===== src/rtl/tcf_pkg.sv =====
package tcf_pkg;
  typedef enum logic [1:0] {
    MODE_OUT = 2'b00,
    MODE_TI0 = 2'b01,
    MODE_TI1 = 2'b10,
    MODE_TRG = 2'b11
  } mode_e;

  localparam logic [1:0] ADDR_CFG = 2'd0;
  localparam logic [1:0] ADDR_CTL = 2'd1;
  localparam logic [1:0] ADDR_STS = 2'd2;
  localparam logic [1:0] ADDR_CAP = 2'd3;

  localparam int SRC_BIT = 31;
  localparam int PSC_LO  = 18;
  localparam int MODE_LO = 16;
  localparam int FILT_LO = 0;
endpackage


===== src/rtl/tcf_sync.sv =====
module tcf_sync #(
  parameter int W      = 3,
  parameter int STAGES = 2
) (
  input  logic         clk_i,
  input  logic         rst_ni,
  input  logic [W-1:0] d_i,
  output logic [W-1:0] q_o
);
  logic [W-1:0] stg_q [STAGES];

  for (genvar s = 0; s < STAGES; s++) begin : g_stage
    if (s == 0) begin : g_first
      always_ff @(posedge clk_i or negedge rst_ni) begin
        if (!rst_ni) stg_q[s] <= '0;
        else         stg_q[s] <= d_i;
      end
    end else begin : g_next
      always_ff @(posedge clk_i or negedge rst_ni) begin
        if (!rst_ni) stg_q[s] <= '0;
        else         stg_q[s] <= stg_q[s-1];
      end
    end
  end

  assign q_o = stg_q[STAGES-1];
endmodule


===== src/rtl/tcf_regs.sv =====
module tcf_regs
  import tcf_pkg::*;
#(
  parameter int PSC_W  = 2,
  parameter int FILT_W = 4
) (
  input  logic              clk_i,
  input  logic              rst_ni,
  input  logic              bus_we_i,
  input  logic [1:0]        bus_addr_i,
  input  logic [31:0]       bus_wdata_i,
  output logic              src_xor_o,
  output logic [PSC_W-1:0]  psc_o,
  output mode_e             mode_o,
  output logic              en_o,
  output logic [1:0]        clr_o,
  output logic [31:0]       cfg_word_o,
  output logic [31:0]       ctl_word_o
);
  logic              src_q;
  logic [PSC_W-1:0]  psc_q;
  mode_e             mode_q;
  logic [FILT_W-1:0] filt_q;
  logic              en_q;

  logic wr_cfg, wr_ctl, wr_sts;
  assign wr_cfg = bus_we_i && (bus_addr_i == ADDR_CFG);
  assign wr_ctl = bus_we_i && (bus_addr_i == ADDR_CTL);
  assign wr_sts = bus_we_i && (bus_addr_i == ADDR_STS);

  always_ff @(posedge clk_i or negedge rst_ni) begin
    if (!rst_ni) begin
      src_q  <= 1'b0;
      psc_q  <= '0;
      mode_q <= MODE_OUT;
      filt_q <= '0;
      en_q   <= 1'b0;
    end else begin
      if (wr_cfg) begin
        src_q  <= bus_wdata_i[SRC_BIT];
        psc_q  <= bus_wdata_i[PSC_LO +: PSC_W];
        filt_q <= bus_wdata_i[FILT_LO +: FILT_W];
        // mode field locked while the channel runs
        if (!en_q) mode_q <= mode_e'(bus_wdata_i[MODE_LO +: 2]);
      end
      if (wr_ctl) en_q <= bus_wdata_i[0];
    end
  end

  assign clr_o = wr_sts ? bus_wdata_i[1:0] : 2'b00;

  always_comb begin
    cfg_word_o                      = '0;
    cfg_word_o[SRC_BIT]             = src_q;
    cfg_word_o[PSC_LO +: PSC_W]     = psc_q;
    cfg_word_o[MODE_LO +: 2]        = mode_q;
    cfg_word_o[FILT_LO +: FILT_W]   = filt_q;
    ctl_word_o                      = {31'd0, en_q};
  end

  assign src_xor_o = src_q;
  assign psc_o     = psc_q;
  assign mode_o    = mode_q;
  assign en_o      = en_q;
endmodule


===== src/rtl/tcf_evt.sv =====
module tcf_evt
  import tcf_pkg::*;
#(
  parameter int PSC_W = 2,
  localparam int PCW  = (1 << PSC_W) - 1
) (
  input  logic             clk_i,
  input  logic             rst_ni,
  input  logic [2:0]       pin_s_i,
  input  logic             trg_i,
  input  logic             src_xor_i,
  input  mode_e            mode_i,
  input  logic [PSC_W-1:0] psc_i,
  input  logic             en_i,
  output logic             pass_o,
  output logic [PCW-1:0]   psc_cnt_o
);
  logic ti0, ti1, sel, sel_q, edge_evt, evt, active;
  logic [PCW-1:0] cnt_q, limit;

  assign ti0 = src_xor_i ? ^pin_s_i : pin_s_i[0];
  assign ti1 = pin_s_i[1];
  assign sel = (mode_i == MODE_TI1) ? ti1 : ti0;

  always_ff @(posedge clk_i or negedge rst_ni) begin
    if (!rst_ni) sel_q <= 1'b0;
    else         sel_q <= sel;
  end

  assign edge_evt = sel & ~sel_q;
  assign evt      = (mode_i == MODE_TRG) ? trg_i : edge_evt;
  assign active   = en_i && (mode_i != MODE_OUT) && evt;
  assign limit    = PCW'((1 << psc_i) - 1);

  always_ff @(posedge clk_i or negedge rst_ni) begin
    if (!rst_ni)      cnt_q <= '0;
    else if (!en_i)   cnt_q <= '0;
    else if (active)  cnt_q <= (cnt_q >= limit) ? '0 : cnt_q + 1'b1;
  end

  assign pass_o    = active && (cnt_q >= limit);
  assign psc_cnt_o = cnt_q;
endmodule


===== src/rtl/tcf_capture.sv =====
module tcf_capture #(
  parameter int CNT_W = 16
) (
  input  logic             clk_i,
  input  logic             rst_ni,
  input  logic             pass_i,
  input  logic [CNT_W-1:0] cnt_i,
  input  logic [1:0]       clr_i,
  output logic [CNT_W-1:0] cap_o,
  output logic             flag_o,
  output logic             ovf_o
);
  logic [CNT_W-1:0] cap_q;
  logic flag_q, ovf_q;

  always_ff @(posedge clk_i or negedge rst_ni) begin
    if (!rst_ni) begin
      cap_q  <= '0;
      flag_q <= 1'b0;
      ovf_q  <= 1'b0;
    end else begin
      if (pass_i) cap_q <= cnt_i;
      // a new capture wins over a same-cycle clear
      if (pass_i)        flag_q <= 1'b1;
      else if (clr_i[0]) flag_q <= 1'b0;
      if (pass_i && flag_q) ovf_q <= 1'b1;
      else if (clr_i[1])    ovf_q <= 1'b0;
    end
  end

  assign cap_o  = cap_q;
  assign flag_o = flag_q;
  assign ovf_o  = ovf_q;
endmodule


===== src/rtl/tcf_top.sv =====
module tcf_top
  import tcf_pkg::*;
#(
  parameter int CNT_W       = 16,
  parameter int SYNC_STAGES = 2,
  parameter int PSC_W       = 2,
  parameter int FILT_W      = 4,
  localparam int PCW        = (1 << PSC_W) - 1
) (
  input  logic             clk_i,
  input  logic             rst_ni,
  input  logic [2:0]       pin_i,
  input  logic             trg_evt_i,
  input  logic [CNT_W-1:0] cnt_i,
  input  logic             bus_we_i,
  input  logic [1:0]       bus_addr_i,
  input  logic [31:0]      bus_wdata_i,
  output logic [31:0]      bus_rdata_o
);
  logic [2:0]       pin_s;
  logic             src_xor, en_q, pass;
  logic [PSC_W-1:0] psc_q;
  mode_e            mode_q;
  logic [1:0]       clr;
  logic [31:0]      cfg_word, ctl_word;
  logic [PCW-1:0]   psc_cnt_q;
  logic [CNT_W-1:0] cap_q;
  logic             flag_q, ovf_q;

  tcf_sync #(.W(3), .STAGES(SYNC_STAGES)) u_sync (
    .clk_i, .rst_ni, .d_i(pin_i), .q_o(pin_s)
  );

  tcf_regs #(.PSC_W(PSC_W), .FILT_W(FILT_W)) u_regs (
    .clk_i, .rst_ni, .bus_we_i, .bus_addr_i, .bus_wdata_i,
    .src_xor_o(src_xor), .psc_o(psc_q), .mode_o(mode_q), .en_o(en_q),
    .clr_o(clr), .cfg_word_o(cfg_word), .ctl_word_o(ctl_word)
  );

  tcf_evt #(.PSC_W(PSC_W)) u_evt (
    .clk_i, .rst_ni, .pin_s_i(pin_s), .trg_i(trg_evt_i),
    .src_xor_i(src_xor), .mode_i(mode_q), .psc_i(psc_q), .en_i(en_q),
    .pass_o(pass), .psc_cnt_o(psc_cnt_q)
  );

  tcf_capture #(.CNT_W(CNT_W)) u_cap (
    .clk_i, .rst_ni, .pass_i(pass), .cnt_i, .clr_i(clr),
    .cap_o(cap_q), .flag_o(flag_q), .ovf_o(ovf_q)
  );

  always_comb begin
    unique case (bus_addr_i)
      ADDR_CFG: bus_rdata_o = cfg_word;
      ADDR_CTL: bus_rdata_o = ctl_word;
      ADDR_STS: bus_rdata_o = {30'd0, ovf_q, flag_q};
      default:  bus_rdata_o = 32'(cap_q);
    endcase
  end
endmodule


===== config.mk =====
export PLATFORM = sky130hd
export DESIGN_NAME = tcf_top
export DESIGN_NICKNAME = d
export VERILOG_FILES = /design/src/rtl/tcf_pkg.sv /design/src/rtl/tcf_sync.sv /design/src/rtl/tcf_regs.sv /design/src/rtl/tcf_evt.sv /design/src/rtl/tcf_capture.sv /design/src/rtl/tcf_top.sv
export SDC_FILE = /design/constraint.sdc
export NUM_CORES = 1
export LEC_CHECK = 0
export BUFFER_PORTS_ARGS = -buffer_cell sky130_fd_sc_hd__buf_2
export CAP_MARGIN = 20
export CORE_MARGIN = 1.5
export CORE_UTILIZATION = 34
export CTS_BUF_LIST = sky130_fd_sc_hd__clkbuf_8
export DETAILED_ROUTE_END_ITERATION = 16
export HOLD_SLACK_MARGIN = 0.15
export PLACE_DENSITY_LB_ADDON = 0.05
export SLEW_MARGIN = 20
export SYNTH_ARGS = -nofsm -noshare
export SYNTH_HDL_FRONTEND = slang
export SYNTH_SLANG_ARGS = --single-unit

===== constraint.sdc =====
create_clock -name clk_i -period 2.5 [get_ports clk_i]
set_input_delay 0.25 -clock clk_i [delete_from_list [all_inputs] [get_ports clk_i]]
set_output_delay 0.25 -clock clk_i [all_outputs]
set_load 0.005 [all_outputs]

==> impl_results.md, run 1 <==
* Run status: finished clean
* Tmin final at between 2 and 2.5 ns
* H-tree depth at 2
* Final core utilization at between 40% and 50%
* Setup WS pre-CTS at 0.219 ns
* Synth async-reset ratio at 100%
* Worst-margin pin slew at 0.841 ns
* Post-Synth XOR/XNOR Area at less than 1%
* Clock root cell: clkbuf_8
* Final GP Congestion at 0.712
* Most frequent cells in the layout: buf_2 (54), dfrtp_1 (38), mux2_2 (16), and3_1 (12), conb_1 (11)
* Port bufs at 54
* WL/cell at between 10 and 15 µm
* Starting Density at 34.9%
* Final Hold Violating Endpoints at 0
* Max Freq at around 440 MHz
* Met2 wire len at 1900 µm
* Initial antenna violation count at 0
* Setup CP Type: reg2reg
* CTS tree: built
* Final period util at between 90% and 100%
* Worst-Skew Late Latency at ~0.28 ns
* CP arrival at 2.46 ns
* Critical path required time at 2.67 ns
* Commonest non-fill, non-tap cell in the layout: buf_2
* CTS sink cnt at 38
* Worst setup margin at around 0.21 ns
* Pwr/cell area at 887 nW/µm²
* Multi-input logic area at slightly below 900 µm²
* TNS Setup at 0 ns
* Top sig layer: met4
* Compound-Gate Fraction of Synth Area at about 8.5%
* Post-synthesis mux area share at 18.0%
* Leakage at between 1 and 1.5 nW
* Type of the worst min-delay path: in2reg
* # diodes at 0
* Synth Area in Adders at 2.62%
* Vias per cell at between 4 and 5
* Chip width at just under 80 µm
* Final clock skew at around 0.0038 ns
* M1 WL at 1710 µm
* Post-DP Area at approximately 2200 µm²
* Post CTS Setup Buffer Count at 0
* Total Wirelength at 3840 µm
* Design Area, Final at roughly 2400 µm²
* #FFs+latches synth at 38
* Layout area overhead at 26.1%
* Synth unique cells at 39
* FF/Latch Area at 951 µm²
* First-pass GRT wire length at between 6000 and 7000 µm
* Io pins at 89
* Power, Total at ~0.0021 W
* Post-Synth Simple-Gate Area at roughly 14%
* Mapped Area at approximately 1900 µm²
* # DRC at 0
* Longest Clk Path Bufs at 2
* Drt first pass iters at 4
* Final ANT Viol Nets at 0
* Die Y at between 70 and 80 µm
* Core area at between 5000 and 6000 µm²
* Share of cells above drive strength 1 at between 40 and 50%
* Reg clk slew, reported paths at about 0.080 ns
* Rows at 27
* Vias at approximately 1300
* Vias in the first global route at around 1400
* Crit-path max FO at 18
* Worst vdd ir at roughly 0.29 mV
* Post-synth EDFFs at 0
* Die Area at between 6000 and 7000 µm²
* Largest family of logic cells by synthesized area: multiplexers
* Largest net degree at the start of global routing at 39
* Sequential share of the synthesized area at approximately half
* DP HPWL at around 2800 µm
* Metal3 WL at 208 µm
* GR Overflow Total at 0
* Number of buffers created by CTS at 5
* RSZ-0062 raised after global routing: false
* Max-slew violations at 0
* Final net count at 276
* Final setup fails at 0
* Max-Slew Margin vs Limit at about 44%
* Ys Warns at 0
* Syn Area/Cell at between 10 and 15 µm²
* GR Util All Layers at between 10% and 20%
* CP startpoint kind: flop
* Initial detailed-routing violation count at 40
* Number of max-cap violations at 0
* Mapped Cells at roughly 160
* CP Capture Type: flop
* Fill cell count at ~540
* Synth Flop Type: dfrtp_1
-- cell families (layout without fill, tap and decap cells) --
kind of cell    count (synthesis)  in the layout
fa+ha+maj                       4              4
xor+xnor                        1              1
buf+inv                        21             72
simple gates                   46             46
flops                          38             38
mux                            27             27
compound gates                 17             17
other cells                     1             11
-- final timing paths --
check	startpoint	endpoint	slack (ns)	cells after the start
setup / recovery	u_regs.psc_o[1]$_DFFE_PN0P_	u_cap.cap_o[5]$_DFFE_PN0P_	0.21	9
hold / removal	bus_wdata_i[19]	u_regs.psc_o[1]$_DFFE_PN0P_	0.17	3
setup reg to reg	u_regs.psc_o[1]$_DFFE_PN0P_	u_cap.cap_o[5]$_DFFE_PN0P_	0.21	9
hold reg to reg	u_sync.stg_q[5]$_DFF_PN0_	u_sync.q_o[2]$_DFF_PN0_	0.35	0
max in group asynchronous	rst_ni	u_sync.stg_q[5]$_DFF_PN0_	1.36	2
min in group asynchronous	rst_ni	u_cap.cap_o[8]$_DFFE_PN0P_	0.60	2
-- layer usage --
layer  vias to the layer above  track usage (%)
met5                         -                0
met4                         0             3.75
met3                         2             4.24
met2                        37             22.1
met1                       651             17.0
li1                        638                -
-- worst max-delay path, stage by stage (launching register included) --
cell	delay, ns
dfrtp_1	0.41
or2_2	0.30
ha_1	0.27
nand2b_1	0.10
a21oi_1	0.08
o21bai_1	0.22
nand2_1	0.13
nor2_4	0.12
buf_12	0.18
mux2_2	0.35
-- final cells by class --
type | count | area share, %
flip-flops and latches | 38 | 39.5
multi-input cells | 106 | 36.1
repair buffers | 61 | 14.3
well taps | 72 | 3.74
clock buffers | 6 | 3.43
clock inverters | 2 | 2.49
inverters | 3 | 0.467
-- synthesized netlist by cell type, types with 2 or more instances --
cell type | n | area share, %
a21boi_0 | 2 | 0.79
a22o_1 | 3 | 1.4
and2_1 | 6 | 2.0
and3_1 | 12 | 3.9
buf_4 | 11 | 4.3
clkbuf_1 | 6 | 1.2
dfrtp_1 | 38 | 50
ha_1 | 4 | 2.6
inv_1 | 3 | 0.59
mux2_2 | 16 | 9.4
mux2_4 | 8 | 6.3
nand2_1 | 7 | 1.4
nand2b_1 | 3 | 0.98
nand3_1 | 2 | 0.52
nor2_1 | 6 | 1.2
nor2b_1 | 2 | 0.65
o21ai_0 | 3 | 0.79
or3_1 | 2 | 0.65
-- registers in the layout, indices dropped and copies added (netlist names), 2 cells and up --
signal,count
u_cap.cap_o,16
u_evt.psc_cnt_o,3
u_regs.filt_q,4
u_regs.mode_o,2
u_regs.psc_o,2
u_sync.q_o,3
u_sync.stg_q,3
-- metrics by stage --
step,cells,hold slack [ns]
2_1_floorplan,165,-0.0456
3_3_place_gp,276,0.333
3_5_place_dp,276,0.335
4_1_cts,288,0.161
5_1_grt,288,0.177
6_report,288,0.167
-- power breakdown --
part           leakage, nW  switching [W]  internal [W]  total (W)
logic                0.668       0.000219      0.000345   0.000563
registers            0.466       0.000128      0.000804   0.000931
clock network       0.0714       0.000216      0.000426   0.000642
total                 1.21       0.000562       0.00157    0.00214
-- timing repair --
action	4_1_cts	5_1_grt
hold buffers	4	0
resized for setup	0	0
hold endpoints to repair	41	0
Note: power is estimated with default switching activity, not from simulation.
==> inputs of run 2 (changes only) <==
==> constraint.sdc (replaced) <==
create_clock -name clk_i -period 2.79 [get_ports clk_i]
set_input_delay 0.279 -clock clk_i [delete_from_list [all_inputs] [get_ports clk_i]]
set_output_delay 0.279 -clock clk_i [all_outputs]
set_load 0.005 [all_outputs]
==> run 2 against run 1 <==
Effect of this change:
- power fell by 11%
- clock skew rose by 0.0025 ns
- critical path type unchanged
- global-route usage rose by 0.24 points
- sequential power fell by 10%
==> impl_results.md, run 2 (synthesis results as in run 1) <==
* Run status: finished clean
* Worst-Skew Late Latency at 0.28 ns (about the same)
* Type of the worst min-delay path: in2reg
* Final Hold Violating Endpoints at 0 (unchanged)
* CP arrival at 2.52 ns (+0.06 ns)
* Final ANT Viol Nets at 0 (unchanged)
* Number of buffers created by CTS at 5 (unchanged)
* Core area at 5470 µm² (unchanged)
* Tmin final at 2.35 ns (+0.0645 ns)
* CTS sink cnt at 38 (unchanged)
* First-pass GRT wire length at 6480 µm (+1.3%)
* Multi-input logic area at 870 µm² (unchanged)
* R2r endpoint: u_cap.cap_o[5]$_DFFE_PN0P_
* Commonest non-fill, non-tap cell in the layout: buf_2
* RSZ-0062 raised after global routing: false
* Pwr/cell area at 796 nW/µm² (-10%)
* Leakage at 1.20 nW (-0.23%)
* Max Freq at 425 MHz (-2.7%)
* Largest net degree at the start of global routing at 39 (unchanged)
* Reg clk slew, reported paths at 0.07 ns (about the same)
* # DRC at 0 (unchanged)
* Vias in the first global route at 1336 (-1.2%)
* Hold path depth at 3 (unchanged)
* Hold EP: u_regs.psc_o[1]$_DFFE_PN0P_
* Setup CP Type: reg2reg
* Final net count at 276 (unchanged)
* R2R Path Start: u_regs.psc_o[1]$_DFFE_PN0P_
* H-tree depth at 2 (unchanged)
* TNS Setup at 0 ns (unchanged)
* Post CTS Setup Buffer Count at 0 (unchanged)
* FF/Latch Area at 951 µm² (unchanged)
* Longest Clk Path Bufs at 2 (unchanged)
* Vias at 1330 (+0.15%)
* Final clock skew at 0.00626 ns (+0.00246 ns)
* Critical hold path startpoint: bus_wdata_i[19]
* Drt first pass iters at 4 (unchanged)
* GR Util All Layers at 13.7% (+0.24 points)
* Design Area, Final at 2400 µm² (-0.52%)
* Critical path required time at 2.96 ns (+0.29 ns)
* Starting Density at 34.9% (unchanged)
* GR Overflow Total at 0 (unchanged)
* Port bufs at 54 (unchanged)
* Final setup fails at 0 (unchanged)
* CTS tree: built
* Crit-path max FO at 18 (unchanged)
* Final period util at 84.3% (-7.2 points)
* Post-DP Area at 2210 µm² (-0.56%)
* Total Wirelength at 3850 µm (+0.34%)
* Initial antenna violation count at 0 (unchanged)
* Die Y at 78.0 µm (unchanged)
* Clock root cell: clkbuf_8
* Max-slew violations at 0 (unchanged)
* CP Capture Type: flop
* Max-Slew Margin vs Limit at 43.7% (-0.16 points)
* Worst r2r path cells at 9 (unchanged)
* Vias per cell at 4.62 (+0.15%)
* Max FFs per register at 16 (unchanged)
* WL/cell at 13.4 µm (+0.34%)
* Worst reg-to-reg setup slack at 0.44 ns (+0.23 ns)
* Io pins at 89 (unchanged)
* Die Area at 6080 µm² (unchanged)
* Final GP Congestion at 0.737 (+3.6%)
* Initial detailed-routing violation count at 61 (+53%)
* Chip width at 78.0 µm (unchanged)
* Number of max-cap violations at 0 (unchanged)
* Share of cells above drive strength 1 at 44.0% (unchanged)
* Layout area overhead at 25.5%
* DP HPWL at 2830 µm (-0.80%)
* Worst vdd ir at 0.335 mV (+15%)
* Rows at 27 (unchanged)
* Most frequent cells in the layout: buf_2 (54), dfrtp_1 (38), mux2_2 (16), and3_1 (12), conb_1 (11)
* CP startpoint kind: flop
* Worst-margin pin slew at 0.844 ns (+0.00247 ns)
* # diodes at 0 (unchanged)
* Fill cell count at 552 (+2.0%)
[run 2: cell count changes in the layout (fill, tap and decap cells not counted)]
| cell | before | now |
|---|---|---|
| buf_12 | 1 | 0 |
| buf_4 | 2 | 3 |
[run 2: area by class of cell]
cell class	instances	area share (%)
inverters	3	0.470
multi-input cells	106	36.3
clock buffers	6	3.44
repair buffers	61	13.9
well taps	72	3.76
clock inverters	2	2.51
flip-flops and latches	38	39.7
[run 2: repair_timing]
action	CTS	global route
gates resized for setup	0	0
hold buffers	4	0
endpoints found under the hold margin	41	0
[run 2: power breakdown]
part,total [W],leakage (nW),switching [W],internal (W)
combinational,0.000498,0.666,0.000194,0.000304
clock,0.000572,0.0714,0.000190,0.000381
sequential,0.000838,0.466,0.000117,0.000720
total,0.00191,1.20,0.000502,0.00141
[run 2: metal layers]
layer  routed length [µm]  vias up  share of wire (%)  global-route usage (%)
met3                  211        2                5.5                    4.00
met2                 1900       42                 49                    21.6
li1                     -      642                  -                       -
met4                   15        0               0.39                    3.75
met5                    0        -                  0                       0
met1                 1730      644                 45                    18.3
[run 2: worst max path at each step]
stage / start / end / slack, ns / cells after the start
final: u_regs.psc_o[1]$_DFFE_PN0P_ / u_cap.cap_o[5]$_DFFE_PN0P_ / 0.44 / 9
after global routing: u_regs.psc_o[1]$_DFFE_PN0P_ / u_cap.cap_o[4]$_DFFE_PN0P_ / 0.34 / 9
after CTS: u_regs.psc_o[1]$_DFFE_PN0P_ / u_cap.cap_o[5]$_DFFE_PN0P_ / 0.42 / 9
after detailed placement: u_regs.psc_o[1]$_DFFE_PN0P_ / u_cap.cap_o[5]$_DFFE_PN0P_ / 0.44 / 9
after global placement: u_regs.psc_o[1]$_DFFE_PN0P_ / u_cap.cap_o[4]$_DFFE_PN0P_ / 0.49 / 9
after floorplan: u_regs.psc_o[1]$_DFFE_PN0P_ / u_cap.cap_o[10]$_DFFE_PN0P_ / 0.63 / 9
[run 2: critical path, stage by stage (launching register included)]
cell and delay [ns]:
dfrtp_1 0.40, or2_2 0.30, ha_1 0.26, nand2b_1 0.09, a21oi_1 0.08, o21bai_1 0.22, nand2_1 0.12, nor2_4 0.09
buf_4 0.29, mux2_2 0.38
[run 2: through the flow]
| step | total power [W] | util, % | instances | setup WS, ns | hold slack [ns] |
|---|---|---|---|---|---|
| floorplan | 0.00120 | - | 165 | 0.634 | -0.0166 |
| global placement | 0.00132 | 40.5 | 276 | 0.486 | 0.333 |
| detailed placement | 0.00135 | 40.5 | 276 | 0.441 | 0.336 |
| CTS | 0.00193 | 43.8 | 288 | 0.420 | 0.198 |
| global route | 0.00203 | 43.8 | 288 | 0.336 | 0.207 |
| finish | 0.00191 | 43.8 | 288 | 0.438 | 0.201 |
==> inputs of run 3 (changes only) <==
--- a/config.mk
+++ b/config.mk
@@ -5,6 +5,7 @@
 export SDC_FILE = /design/constraint.sdc
 export NUM_CORES = 1
 export LEC_CHECK = 0
+export ABC_AREA = 1
 export BUFFER_PORTS_ARGS = -buffer_cell sky130_fd_sc_hd__buf_2
 export CAP_MARGIN = 20
 export CORE_MARGIN = 1.5
==> constraint.sdc (replaced) <==
create_clock -name clk_i -period 2.4 [get_ports clk_i]
set_input_delay 0.24 -clock clk_i [delete_from_list [all_inputs] [get_ports clk_i]]
set_output_delay 0.24 -clock clk_i [all_outputs]
set_load 0.005 [all_outputs]
==> run 3 against run 2 <==
Effect of this change:
- sequential share of layout area increased by 0.27 points
- worst setup slack improved by 0.17 ns
- area after synthesis increased by 1.6%
- clock power decreased by 22%
- critical path type unchanged
- largest cell class unchanged
- largest power group unchanged
==> impl_results.md, run 3 <==
* Leakage at 1.34 nW (+11%)
* Mapped Cells at 237 (+53%)
* Vias per cell at 4.54 (-1.8%)
* Synth Flop Type: dfrtp_1
* Number of buffers created by CTS at 5 (unchanged)
* Fin Hold WS at 0.165 ns (-0.0358 ns)
* Sequential share of power at 47.8% (+3.9 points)
* H-tree depth at 2 (unchanged)
* WL/cell at 11.3 µm (-16%)
* TNS Setup at 0 ns (unchanged)
* GR Overflow Total at 0 (unchanged)
* Sequential share of the synthesized area at 49.0% (-0.77 points)
* RSZ-0062 raised after global routing: false
* Post-synth EDFFs at 0 (unchanged)
* Core area at 5510 µm² (+0.62%)
* Fill cell count at 599 (+8.5%)
* Synth async-reset ratio at 100% (unchanged)
* Crit-path cells: ha_1 > nand2_1 > o211ai_2 > buf_4 > nor2_1 > nand3_1 > nand2_1
* Max-slew violations at 0 (unchanged)
* Commonest non-fill, non-tap cell in the layout: nand2_1
* Layout area overhead at 22.7%
* Hold_buf cts at 7 (+3)
* Synth unique cells at 24 (-38%)
* First-pass GRT wire length at 7160 µm (+11%)
* Top cells by count, synth: nand2_1 (64), dfrtp_1 (38), inv_1 (31)
* # DRC at 0 (unchanged)
* Die Area at 6170 µm² (+1.5%)
* Final net count at 358 (+30%)
* Initial antenna violation count at 0 (unchanged)
* Clk pwr share at 23.2% (-6.8 points)
* Worst vdd ir at 0.341 mV (+1.7%)
* FF/Latch Area at 951 µm² (unchanged)
* Port bufs at 54 (unchanged)
* # diodes at 0 (unchanged)
* Area contributors post-synth: dfrtp_1 (49%), nand2_1 (12%), nand4_1 (6.1%)
* Top cell type's share of synthesized area at 49.0% (-0.77 points)
* Cell-internal power at 0.00126 W (-10%)
* CP startpoint kind: flop
* Pwr/cell area at 809 nW/µm² (+1.7%)
* Final period util at 74.5% (-9.8 points)
* Final Hold Violating Endpoints at 0 (unchanged)
* Final GP Congestion at 0.744 (+0.90%)
* Tmin final at 1.79 ns (-0.565 ns)
* Longest Clk Path Bufs at 2 (unchanged)
* Final ANT Viol Nets at 0 (unchanged)
* CTS tree: built
* Drt first pass iters at 4 (unchanged)
* Final core utilization at 43.2% (-0.56 points)
* Largest net degree at the start of global routing at 39 (unchanged)
* Worst-margin pin slew at 0.859 ns (+0.0152 ns)
* Share of cells above drive strength 1 at 23.2% (-21 points)
* Clock root cell: clkbuf_8
* CP Capture Type: flop
* Worst-Skew Late Latency at 0.29 ns (about the same)
* GR Util All Layers at 15.1% (+1.4 points)
* CTS resizes at 0 (unchanged)
* Final clock skew at 0.0111 ns (+0.00487 ns)
* CP dominant cell by count: nand2_1
* Most frequent cells in the layout: nand2_1 (64), buf_2 (54), dfrtp_1 (38), inv_1 (32), nor2_1 (22)
* Syn Area/Cell at 8.19 µm² (-34%)
* Ys Warns at 0 (unchanged)
* Initial detailed-routing violation count at 93 (+52%)
* Worst setup margin at 0.613 ns (+0.175 ns)
* Post-synth top area cell: dfrtp_1
* #FFs+latches synth at 38 (unchanged)
* Die Y at 78.6 µm (+0.76%)
* Chip width at 78.6 µm (+0.76%)
* CP bufs+invs at 1 (unchanged)
* Number of max-cap violations at 0 (unchanged)
* Most frequent cell after synthesis: nand2_1
* Crit-path max FO at 14 (-4)
* Vias in the first global route at 1580 (+18%)
* Post CTS Setup Buffer Count at 0 (unchanged)
* Setup WS pre-CTS at 0.607 ns (+0.166 ns)
* CP arrival at 1.96 ns (-0.56 ns)
* Starting Density at 35.2% (+0.33 points)
* Critical path required time at 2.58 ns (-0.38 ns)
* Max Freq at 559 MHz (+32%)
* Max FFs per register at 16 (unchanged)
* Vias at 1678 (+26%)
* Setup CP Type: reg2reg
* Type of the worst min-delay path: in2reg
* Crit-path leading delay family: flip-flops
* Slowest Stage Delay on Critical Path at 0.42 ns (+0.02 ns)
* Mapped Area at 1940 µm² (+1.6%)
* Sw power at 0.000665 W (+32%)
* Rows at 27 (unchanged)
* Max-Slew Margin vs Limit at 42.7% (-1.0 points)
* CTS sink cnt at 38 (unchanged)
* Multi-input logic area at 777 µm² (-11%)
* DP HPWL at 2940 µm (+4.1%)
* Reg clk slew, reported paths at 0.08 ns (about the same)
* Switch share at 34.5% (+8.2 points)
* Final setup fails at 0 (unchanged)
* Run status: finished clean
* Comb power frac at 29.0% (+2.9 points)
* Io pins at 89 (unchanged)
* Crit-path slowest cell: dfrtp_1
* Total Wirelength at 4180 µm (+8.5%)
==> run 3: cell families after synthesis <==
| family | after synthesis | synth area share [%] |
|---|---|---|
| other | 1 | 0.193 |
| DFF | 38 | 49.0 |
| buffers and inverters | 51 | 12.9 |
| AOI/OAI and AO/OA | 15 | 4.84 |
| xor gates and xnor gates | 1 | 0.451 |
| and+or+nand+nor | 127 | 30.0 |
| adders and majority gates | 4 | 2.58 |
==> run 3: per-layer routing <==
| metal | GRT usage, % | wire length [µm] |
|---|---|---|
| met1 | 19.2 | 2020 |
| met2 | 24.1 | 1950 |
| met3 | 4.77 | 177 |
| met4 | 4.82 | 27 |
| met5 | 0 | 0 |
==> run 3: final timing paths <==
| kind | start | end | slack [ns] | cells past startpoint |
|---|---|---|---|---|
| setup / recovery | u_evt.psc_cnt_o[2]$_DFFE_PN0P_ | u_evt.psc_cnt_o[1]$_DFFE_PN0P_ | 0.61 | 7 |
| max in group asynchronous | rst_ni | u_evt.psc_cnt_o[1]$_DFFE_PN0P_ | 1.26 | 2 |
| hold reg to reg | u_sync.stg_q[5]$_DFF_PN0_ | u_sync.q_o[2]$_DFF_PN0_ | 0.35 | 0 |
| setup reg to reg | u_evt.psc_cnt_o[2]$_DFFE_PN0P_ | u_evt.psc_cnt_o[1]$_DFFE_PN0P_ | 0.61 | 7 |
| min in group asynchronous | rst_ni | u_cap.cap_o[1]$_DFFE_PN0P_ | 0.59 | 2 |
| hold / removal | bus_wdata_i[31] | u_regs.src_xor_o$_DFFE_PN0P_ | 0.16 | 3 |
==> run 3: worst min-delay path: stages <==
cell	delay, ns
buf_2	0.08
nand2_1	0.04
o21ai_0	0.06
==> run 3: metrics by stage <==
step / std cells / area, µm² / power (W)
final: 370 / 2380 / 0.00193
after detailed placement: 355 / 2220 / 0.00150
after global placement: 355 / 2220 / 0.00149
after floorplan: 247 / 1980 / 0.00133
after CTS: 370 / 2380 / 0.00197
after global routing: 370 / 2380 / 0.00211
==> run 3: area by class of cell <==
type / count / share of cell area [%]
well taps: 72 / 3.78
multi-input cells: 158 / 32.6
inverters: 31 / 4.89
repair buffers: 63 / 14.9
clock buffers: 6 / 3.47
flip-flops and latches: 38 / 39.9
clock inverters: 2 / 0.368
==> run 3: power by group through the flow <==
stage	Combinational, W	Sequential (W)	Clock [W]
floorplan	0.000425	0.000902	0
global placement	0.000560	0.000933	0
detailed placement	0.000564	0.000934	0
CTS	0.000576	0.000922	0.000473
global route	0.000662	0.000947	0.000501
finish	0.000558	0.000921	0.000447
